File: src/rtl/rxr_pkg.sv
package rxr_pkg;

  typedef enum logic [1:0] {
    WS_IDLE,
    WS_HDR,
    WS_DATA,
    WS_DROP
  } wr_state_e;

  localparam logic [2:0] RA_CMD    = 3'd0;
  localparam logic [2:0] RA_RDPTR  = 3'd1;
  localparam logic [2:0] RA_ISTAT  = 3'd2;
  localparam logic [2:0] RA_MISSED = 3'd3;
  localparam logic [2:0] RA_CFG    = 3'd4;

  localparam int unsigned CMD_EMPTY_BIT = 0;
  localparam int unsigned CMD_RESET_BIT = 4;
  localparam int unsigned IST_OVF_BIT   = 4;

  localparam int unsigned HDR_BYTES = 4;
  localparam int unsigned PTR_BIAS  = 16;
  localparam int unsigned RDW       = 32;

endpackage

File: src/rtl/rxr_space.sv
module rxr_space
  import rxr_pkg::*;
#(
  parameter int unsigned BASE_LOG2 = 13,
  parameter int unsigned MAX_IDX   = 2,
  parameter int unsigned PTRW      = 16,
  parameter int unsigned LENW      = 16,
  localparam int unsigned AW       = BASE_LOG2 + MAX_IDX,
  localparam int unsigned IDXW     = (MAX_IDX > 0) ? $clog2(MAX_IDX + 1) : 1
) (
  input  logic [IDXW-1:0] size_idx,
  input  logic [AW-1:0]   wr_off,
  input  logic [PTRW-1:0] rd_ptr,
  input  logic [LENW-1:0] len,
  output logic [AW-1:0]   ring_mask,
  output logic            empty,
  output logic            fits
);

  localparam int unsigned NW = LENW + 2;
  localparam int unsigned CW = (NW > AW + 1) ? NW : AW + 1;

  logic [IDXW-1:0] idx_c;
  logic [AW-1:0]   rd_off;
  logic [AW-1:0]   used;
  logic [AW:0]     size_b;
  logic [AW:0]     free_b;
  logic [NW-1:0]   need;

  always_comb begin
    idx_c     = (size_idx > IDXW'(MAX_IDX)) ? IDXW'(MAX_IDX) : size_idx;
    ring_mask = {AW{1'b1}} >> (IDXW'(MAX_IDX) - idx_c);
    rd_off    = AW'(rd_ptr + PTRW'(PTR_BIAS)) & ring_mask;
    used      = (wr_off - rd_off) & ring_mask;
    size_b    = {1'b0, ring_mask} + (AW+1)'(1);
    free_b    = size_b - {1'b0, used};
    need      = (NW'(len) + NW'(HDR_BYTES + 3)) & ~NW'(3);
    fits      = CW'(need) < CW'(free_b);
    empty     = (wr_off == rd_off);
  end

endmodule

File: src/rtl/rxr_regs.sv
module rxr_regs
  import rxr_pkg::*;
#(
  parameter int unsigned PTRW  = 16,
  parameter int unsigned IDXW  = 2,
  parameter int unsigned MISSW = 24
) (
  input  logic            clk,
  input  logic            rst,
  input  logic            reg_wr,
  input  logic            reg_rd,
  input  logic [2:0]      reg_addr,
  input  logic [PTRW-1:0] reg_wdata,
  input  logic            empty,
  input  logic            drop_evt,
  output logic [PTRW-1:0] rd_ptr,
  output logic [IDXW-1:0] size_idx,
  output logic            soft_rst,
  output logic            ovf_flag,
  output logic [RDW-1:0]  reg_rdata
);

  localparam logic [PTRW-1:0] PTR_INIT = PTRW'(0) - PTRW'(PTR_BIAS);

  logic [MISSW-1:0] missed;
  logic [RDW-1:0]   rd_mux;
  logic             wr_ptr_sel;
  logic             wr_ist_sel;
  logic             wr_mis_sel;
  logic             wr_cfg_sel;

  always_comb begin
    soft_rst   = reg_wr && (reg_addr == RA_CMD) && reg_wdata[CMD_RESET_BIT];
    wr_ptr_sel = reg_wr && (reg_addr == RA_RDPTR);
    wr_ist_sel = reg_wr && (reg_addr == RA_ISTAT);
    wr_mis_sel = reg_wr && (reg_addr == RA_MISSED);
    wr_cfg_sel = reg_wr && (reg_addr == RA_CFG);
  end

  always_comb begin
    rd_mux = '0;
    case (reg_addr)
      RA_CMD:    rd_mux[CMD_EMPTY_BIT] = empty;
      RA_RDPTR:  rd_mux = RDW'(rd_ptr);
      RA_ISTAT:  rd_mux[IST_OVF_BIT] = ovf_flag;
      RA_MISSED: rd_mux = RDW'(missed);
      RA_CFG:    rd_mux = RDW'(size_idx);
      default:   rd_mux = '0;
    endcase
  end

  always_ff @(posedge clk) begin
    if (rst) begin
      rd_ptr    <= PTR_INIT;
      size_idx  <= '0;
      ovf_flag  <= 1'b0;
      missed    <= '0;
      reg_rdata <= '0;
    end else begin
      if (soft_rst)
        rd_ptr <= PTR_INIT;
      else if (wr_ptr_sel)
        rd_ptr <= reg_wdata;

      if (wr_cfg_sel)
        size_idx <= reg_wdata[IDXW-1:0];

      if (drop_evt)
        ovf_flag <= 1'b1;
      else if (wr_ist_sel && reg_wdata[IST_OVF_BIT])
        ovf_flag <= 1'b0;

      if (wr_mis_sel)
        missed <= drop_evt ? MISSW'(1) : '0;
      else if (drop_evt)
        missed <= missed + MISSW'(1);

      if (reg_rd)
        reg_rdata <= rd_mux;
    end
  end

endmodule

File: src/rtl/rxr_writer.sv
module rxr_writer
  import rxr_pkg::*;
#(
  parameter int unsigned AW   = 15,
  parameter int unsigned LENW = 16,
  parameter int unsigned STW  = 16
) (
  input  logic            clk,
  input  logic            rst,
  input  logic            soft_rst,
  input  logic [AW-1:0]   ring_mask,
  input  logic            fits,
  input  logic            hdr_valid,
  input  logic [LENW-1:0] hdr_len,
  input  logic [STW-1:0]  hdr_status,
  output logic            hdr_ready,
  input  logic            in_valid,
  input  logic [7:0]      in_byte,
  input  logic            in_last,
  output logic            in_ready,
  output logic [AW-1:0]   wr_off,
  output logic            drop_evt,
  output logic            mem_we,
  output logic [AW-1:0]   mem_addr,
  output logic [7:0]      mem_wdata
);

  localparam int unsigned HW = LENW + STW;
  localparam int unsigned NW = LENW + 2;

  wr_state_e       state;
  logic [AW-1:0]   base;
  logic [LENW-1:0] len_q;
  logic [STW-1:0]  stat_q;
  logic [1:0]      hidx;
  logic [LENW-1:0] cnt;
  logic [HW-1:0]   hdr_word;
  logic [NW-1:0]   need_q;
  logic [AW-1:0]   next_wr;

  always_comb begin
    hdr_ready = (state == WS_IDLE);
    in_ready  = (state == WS_DATA) || (state == WS_DROP);
    drop_evt  = hdr_ready && hdr_valid && !fits;
    hdr_word  = {len_q, stat_q};
    need_q    = (NW'(len_q) + NW'(HDR_BYTES + 3)) & ~NW'(3);
    next_wr   = (base + AW'(need_q)) & ring_mask;
  end

  always_ff @(posedge clk) begin
    if (rst || soft_rst) begin
      state     <= WS_IDLE;
      wr_off    <= '0;
      base      <= '0;
      len_q     <= '0;
      stat_q    <= '0;
      hidx      <= '0;
      cnt       <= '0;
      mem_we    <= 1'b0;
      mem_addr  <= '0;
      mem_wdata <= '0;
    end else begin
      mem_we <= 1'b0;
      case (state)
        WS_IDLE: begin
          if (hdr_valid) begin
            base   <= wr_off;
            len_q  <= hdr_len;
            stat_q <= hdr_status;
            hidx   <= '0;
            cnt    <= '0;
            state  <= fits ? WS_HDR : WS_DROP;
          end
        end
        WS_HDR: begin
          mem_we    <= 1'b1;
          mem_addr  <= (base + AW'(hidx)) & ring_mask;
          mem_wdata <= hdr_word[{hidx, 3'b000} +: 8];
          hidx      <= hidx + 2'd1;
          if (hidx == 2'd3)
            state <= WS_DATA;
        end
        WS_DATA: begin
          if (in_valid) begin
            mem_we    <= 1'b1;
            mem_addr  <= (base + AW'(HDR_BYTES) + AW'(cnt)) & ring_mask;
            mem_wdata <= in_byte;
            cnt       <= cnt + LENW'(1);
            if (in_last) begin
              wr_off <= next_wr;
              state  <= WS_IDLE;
            end
          end
        end
        WS_DROP: begin
          if (in_valid && in_last)
            state <= WS_IDLE;
        end
        default: state <= WS_IDLE;
      endcase
    end
  end

endmodule

File: src/rtl/rxring_writer.sv
module rxring_writer
  import rxr_pkg::*;
#(
  parameter int unsigned BASE_LOG2 = 13,
  parameter int unsigned MAX_IDX   = 2,
  parameter int unsigned PTRW      = 16,
  parameter int unsigned LENW      = 16,
  parameter int unsigned STW       = 16,
  parameter int unsigned MISSW     = 24,
  localparam int unsigned AW       = BASE_LOG2 + MAX_IDX,
  localparam int unsigned IDXW     = (MAX_IDX > 0) ? $clog2(MAX_IDX + 1) : 1
) (
  input  logic            clk,
  input  logic            rst,
  input  logic            in_hdr_valid,
  output logic            in_hdr_ready,
  input  logic [LENW-1:0] in_len,
  input  logic [STW-1:0]  in_status,
  input  logic            in_valid,
  output logic            in_ready,
  input  logic [7:0]      in_byte,
  input  logic            in_last,
  output logic            mem_we,
  output logic [AW-1:0]   mem_addr,
  output logic [7:0]      mem_wdata,
  input  logic            reg_wr,
  input  logic            reg_rd,
  input  logic [2:0]      reg_addr,
  input  logic [PTRW-1:0] reg_wdata,
  output logic [RDW-1:0]  reg_rdata
);

  logic [AW-1:0]   ring_mask;
  logic [AW-1:0]   wr_off;
  logic [PTRW-1:0] rd_ptr;
  logic [IDXW-1:0] size_idx;
  logic            empty;
  logic            fits;
  logic            drop_evt;
  logic            soft_rst;
  logic            ovf_flag;

  rxr_space #(
    .BASE_LOG2 (BASE_LOG2),
    .MAX_IDX   (MAX_IDX),
    .PTRW      (PTRW),
    .LENW      (LENW)
  ) u_space (
    .size_idx  (size_idx),
    .wr_off    (wr_off),
    .rd_ptr    (rd_ptr),
    .len       (in_len),
    .ring_mask (ring_mask),
    .empty     (empty),
    .fits      (fits)
  );

  rxr_regs #(
    .PTRW  (PTRW),
    .IDXW  (IDXW),
    .MISSW (MISSW)
  ) u_regs (
    .clk       (clk),
    .rst       (rst),
    .reg_wr    (reg_wr),
    .reg_rd    (reg_rd),
    .reg_addr  (reg_addr),
    .reg_wdata (reg_wdata),
    .empty     (empty),
    .drop_evt  (drop_evt),
    .rd_ptr    (rd_ptr),
    .size_idx  (size_idx),
    .soft_rst  (soft_rst),
    .ovf_flag  (ovf_flag),
    .reg_rdata (reg_rdata)
  );

  rxr_writer #(
    .AW   (AW),
    .LENW (LENW),
    .STW  (STW)
  ) u_writer (
    .clk        (clk),
    .rst        (rst),
    .soft_rst   (soft_rst),
    .ring_mask  (ring_mask),
    .fits       (fits),
    .hdr_valid  (in_hdr_valid),
    .hdr_len    (in_len),
    .hdr_status (in_status),
    .hdr_ready  (in_hdr_ready),
    .in_valid   (in_valid),
    .in_byte    (in_byte),
    .in_last    (in_last),
    .in_ready   (in_ready),
    .wr_off     (wr_off),
    .drop_evt   (drop_evt),
    .mem_we     (mem_we),
    .mem_addr   (mem_addr),
    .mem_wdata  (mem_wdata)
  );

endmodule

File: config.mk
export PLATFORM = sky130hd
export DESIGN_NAME = rxring_writer
export DESIGN_NICKNAME = d
export VERILOG_FILES = /design/src/rtl/rxr_pkg.sv /design/src/rtl/rxr_space.sv /design/src/rtl/rxr_regs.sv /design/src/rtl/rxr_writer.sv /design/src/rtl/rxring_writer.sv
export SDC_FILE = /design/constraint.sdc
export NUM_CORES = 1
export LEC_CHECK = 0
export BUFFER_PORTS_ARGS = -buffer_cell sky130_fd_sc_hd__buf_2
export CAP_MARGIN = 20
export CELL_PAD_IN_SITES_DETAIL_PLACEMENT = 0
export CELL_PAD_IN_SITES_GLOBAL_PLACEMENT = 1
export CORE_ASPECT_RATIO = 0.6
export CORE_MARGIN = 3
export CORE_UTILIZATION = 27
export CTS_BUF_LIST = sky130_fd_sc_hd__clkbuf_8
export DETAILED_ROUTE_END_ITERATION = 16
export HOLD_SLACK_MARGIN = 0.06
export PLACE_DENSITY = 0.55
export SLEW_MARGIN = 20
export SYNTH_ARGS = -nofsm -noshare
export SYNTH_HDL_FRONTEND = slang
export SYNTH_SLANG_ARGS = --single-unit
File: constraint.sdc
create_clock -name clk -period 9.2 [get_ports clk]
set_input_delay 0.92 -clock clk [delete_from_list [all_inputs] [get_ports clk]]
set_output_delay 0.92 -clock clk [all_outputs]
set_load 0.01 [all_outputs]
==> results.json <==
{
  "grt_pass1_wl_mm": 53.9,
  "clk_latency_ns": 0.50,
  "syn_area_per_cell_um2": 8.05,
  "h-tree-depth": 4,
  "grt_pass1_vias": 8959,
  "wl_per_cell_um": 17.6,
  "synth_area_leader_cell": "dfxtp_1",
  "seq_area_um2": 3440,
  "drc": 0,
  "crit_path_max_incr_delay_ns": 0.46,
  "critPathCaptureType": "register",
  "place_congestion": 0.819,
  "initial_core_util": 0.276,
  "fin_crit_sh": 0.661,
  "clk_pin_slew_ns": 0.10,
  "via_per_inst": 4.84,
  "die_area_um2": 42600,
  "io_buffers": 115,
  "dpl.hpwl_mm": 26.7,
  "syn_inst": 1346,
  "synth_enable_flop_cells": 0,
  "ys_ff_latch": 172,
  "startpoint_type": "register",
  "rows": 56,
  "setup_viol_count_final": 0,
  "antenna_found_initial": 1,
  "rsz0062_at_grt": "no",
  "grt_max_degree": 95,
  "drive_above_1_share": 0.131,
  "drt.antenna.violating_nets": 0,
  "syn_area_um2": 10800,
  "hp-class": "register to register",
  "peakVddDrop_mv": 0.0979,
  "routed_wl_mm": 34.5,
  "nets": 1589,
  "yosys_warnings": 0,
  "core-area_um2": 39300,
  "crit_fanout": 9,
  "clockBufferDepth": 2,
  "synthArstFlopShare": 0,
  "slew_violations": 0,
  "place_area_um2": 11900,
  "p_leak_uw": 0.00511,
  "area_delta_synth_final_pct": 13.0,
  "outcome": "complete, no violations",
  "synthFlopType": "dfxtp_1",
  "seq_area_frac_synth": 0.318,
  "multi_input_area_um2": 6970,
  "skew_ns": 0.0296,
  "finalHoldViolCount": 0,
  "relSlewSlack": 0.332,
  "fin_tns_setup_ns": 0,
  "fin_crit_ns": 6.08,
  "drtPass1Iterations": 5,
  "crit_required_ns": 9.61,
  "grt_overflow": 0,
  "cts_tree": "built",
  "tightest_slew_ns": 1.00,
  "cellPowerDensity_nw_per_um2": 213,
  "drv_cap": 0,
  "critPathSlowestCell": "dfxtp_1",
  "num_vias": 9505,
  "ctsHoldBuffers": 0,
  "crit_buf_inv": 0,
  "die_width_um": 265,
  "crit_family": "compound AO/OA/AOI/OAI gates",
  "pin_count": 124,
  "ctsResizeCount": 0,
  "track_usage": 0.162,
  "cts-buffers-inserted": 17,
  "finish.instance_area_um2": 12200,
  "synth.area.top_cells": "dfxtp_1 32%, ha_1 10%, nand2_1 8.0%",
  "fillCellCount": 4236,
  "die_y_um": 161,
  "drt-initial-drc-count": 653,
  "fmax_ghz": 0.165,
  "ys_types": 76,
  "critical_path_class": "register to register",
  "arrival_ns": 6.48,
  "post_cts_buffers": 0,
  "numClockSinks": 172,
  "synth_top_area_share": 0.318,
  "root_buffer": "clkbuf_8"
}
final timing paths:
path                            slack (ns)  depth (start not counted)                          startpoint                                 end
worst max-delay path                  3.12                         27       u_regs.rd_ptr[4]$_SDFFE_PP1P_      u_regs.missed[19]$_SDFFE_PP0P_
worst min-delay path                  0.45                          2  u_writer.mem_wdata[7]$_SDFFE_PP0P_  u_writer.mem_wdata[7]$_SDFFE_PP0P_
worst max register to register        3.12                         27       u_regs.rd_ptr[4]$_SDFFE_PP1P_      u_regs.missed[19]$_SDFFE_PP0P_
worst min register to register        0.45                          2  u_writer.mem_wdata[7]$_SDFFE_PP0P_  u_writer.mem_wdata[7]$_SDFFE_PP0P_
worst register-to-register path, cell delays in order (launching register included):
cell,delay [ns]
dfxtp_1,0.46
ha_1,0.27
nand3_1,0.11
xor2_1,0.16
ha_1,0.40
a21oi_1,0.19
o21ai_0,0.17
o41ai_2,0.46
o21bai_1,0.11
a21oi_1,0.19
xnor2_1,0.07
or2_2,0.29
ha_1,0.39
nand2_1,0.12
a21oi_1,0.05
a211oi_1,0.29
o21bai_1,0.11
xnor2_1,0.14
ha_1,0.30
o211a_1,0.16
nand2_1,0.06
nor2_1,0.07
o21ai_0,0.13
a21o_1,0.38
a21oi_4,0.35
nand2_1,0.13
or3_1,0.32
a21oi_1,0.14
final cells by class:
type                    count  share of cell area
repair buffers            122              0.0516
flip-flops and latches    172               0.281
multi-input cells        1074               0.570
clock inverters            13              0.0107
inverters                  42              0.0129
well taps                 522              0.0534
diodes                      1            0.000204
clock buffers              18              0.0202
layout by cell type (no fill, tap or decap), drive strengths merged, types with 5 or more instances in the layout:
cell,n
a211oi,14
a21o,16
a21oi,140
a22oi,8
a31oi,6
and2,9
and3,17
and4,8
buf,122
clkbuf,18
conb,8
dfxtp,172
ha,90
inv,49
mux2i,18
mux4,8
nand2,232
nand2b,10
nand3,52
nand4,18
nor2,129
nor2b,11
nor3,19
nor3b,7
o211ai,7
o21ai,30
o21bai,6
o221ai,10
o31ai,5
or2,7
or3,10
xnor2,80
xor2,46
synthesized netlist by cell type, types with 4 or more instances:
library cell    n
a31oi_1         6
mux2i_1        18
or2_2           7
mux4_2          8
o211ai_1        7
o21ai_0        29
nand4_1        18
buf_4           9
a21o_1         16
a22oi_1         8
a211oi_1       12
nand3_1        52
fa_1            4
nor3_1         19
a21oi_1       138
xnor2_1        79
o31ai_1         5
o221ai_1       10
nor3b_1         6
or3_1          10
nand2b_1       10
xor2_1         46
o21bai_1        6
nor2_1        129
dfxtp_1       172
clkbuf_1       45
nand2_1       232
buf_1           8
ha_1           90
and2_1          8
and4_1          8
nor2b_1        11
inv_1          41
and3_1         17
cell families after synthesis:
logic type                 synth area share
muxes                                0.0364
AOI/OAI and AO/OA                     0.160
and+or+nand+nor                       0.229
adders and majority gates             0.112
buffers and inverters                0.0417
xor gates and xnor gates              0.103
other                              0.000346
DFF                                   0.318
power by group:
group | leakage (uW) | switching (uW) | internal, uW
Sequential | 0.00139 | 58.4 | 801
Clock | 0.000193 | 328 | 228
Combinational | 0.00352 | 715 | 472
metrics by stage:
| step | total power [uW] | setup slack [ns] | cells | utilization | hold slack, ns |
|---|---|---|---|---|---|
| after floorplan | 1740 | 3.92 | 1353 | - | 0.433 |
| after CTS | 2630 | 3.13 | 1963 | 0.311 | 0.458 |
| final | 2600 | 3.12 | 1964 | 0.311 | 0.453 |
| after detailed placement | 2060 | 3.19 | 1932 | 0.301 | 0.443 |
| after global routing | 2810 | 2.73 | 1963 | 0.311 | 0.478 |
| after global placement | 2060 | 3.38 | 1932 | 0.301 | 0.441 |
flip-flops by register name, indices dropped and copies added, names as in the netlist:
register and cells:
u_regs.reg_rdata 24, u_regs.size_idx 2, u_regs.missed 24, u_writer.base 15, u_regs.rd_ptr 16, u_writer.hidx 2, u_writer.mem_wdata 8, u_writer.stat_q 16
u_regs.ovf_flag 1, u_writer.wr_off 15, u_writer.len_q 16, u_writer.state 2, u_writer.mem_we 1, u_writer.cnt 15, u_writer.mem_addr 15
per-layer routing:
layer  vias up  part of all wire  track usage  wire length (um)
met4         2            0.0063       0.0274               219
met1      4475              0.59        0.271             20200
li1       4859                 -            -                 -
met3        19             0.037       0.0309              1290
met2       150              0.37        0.209             12800
met5         -           0.00038            0                13
No activity file was read; power rests on OpenSTA's default activity.
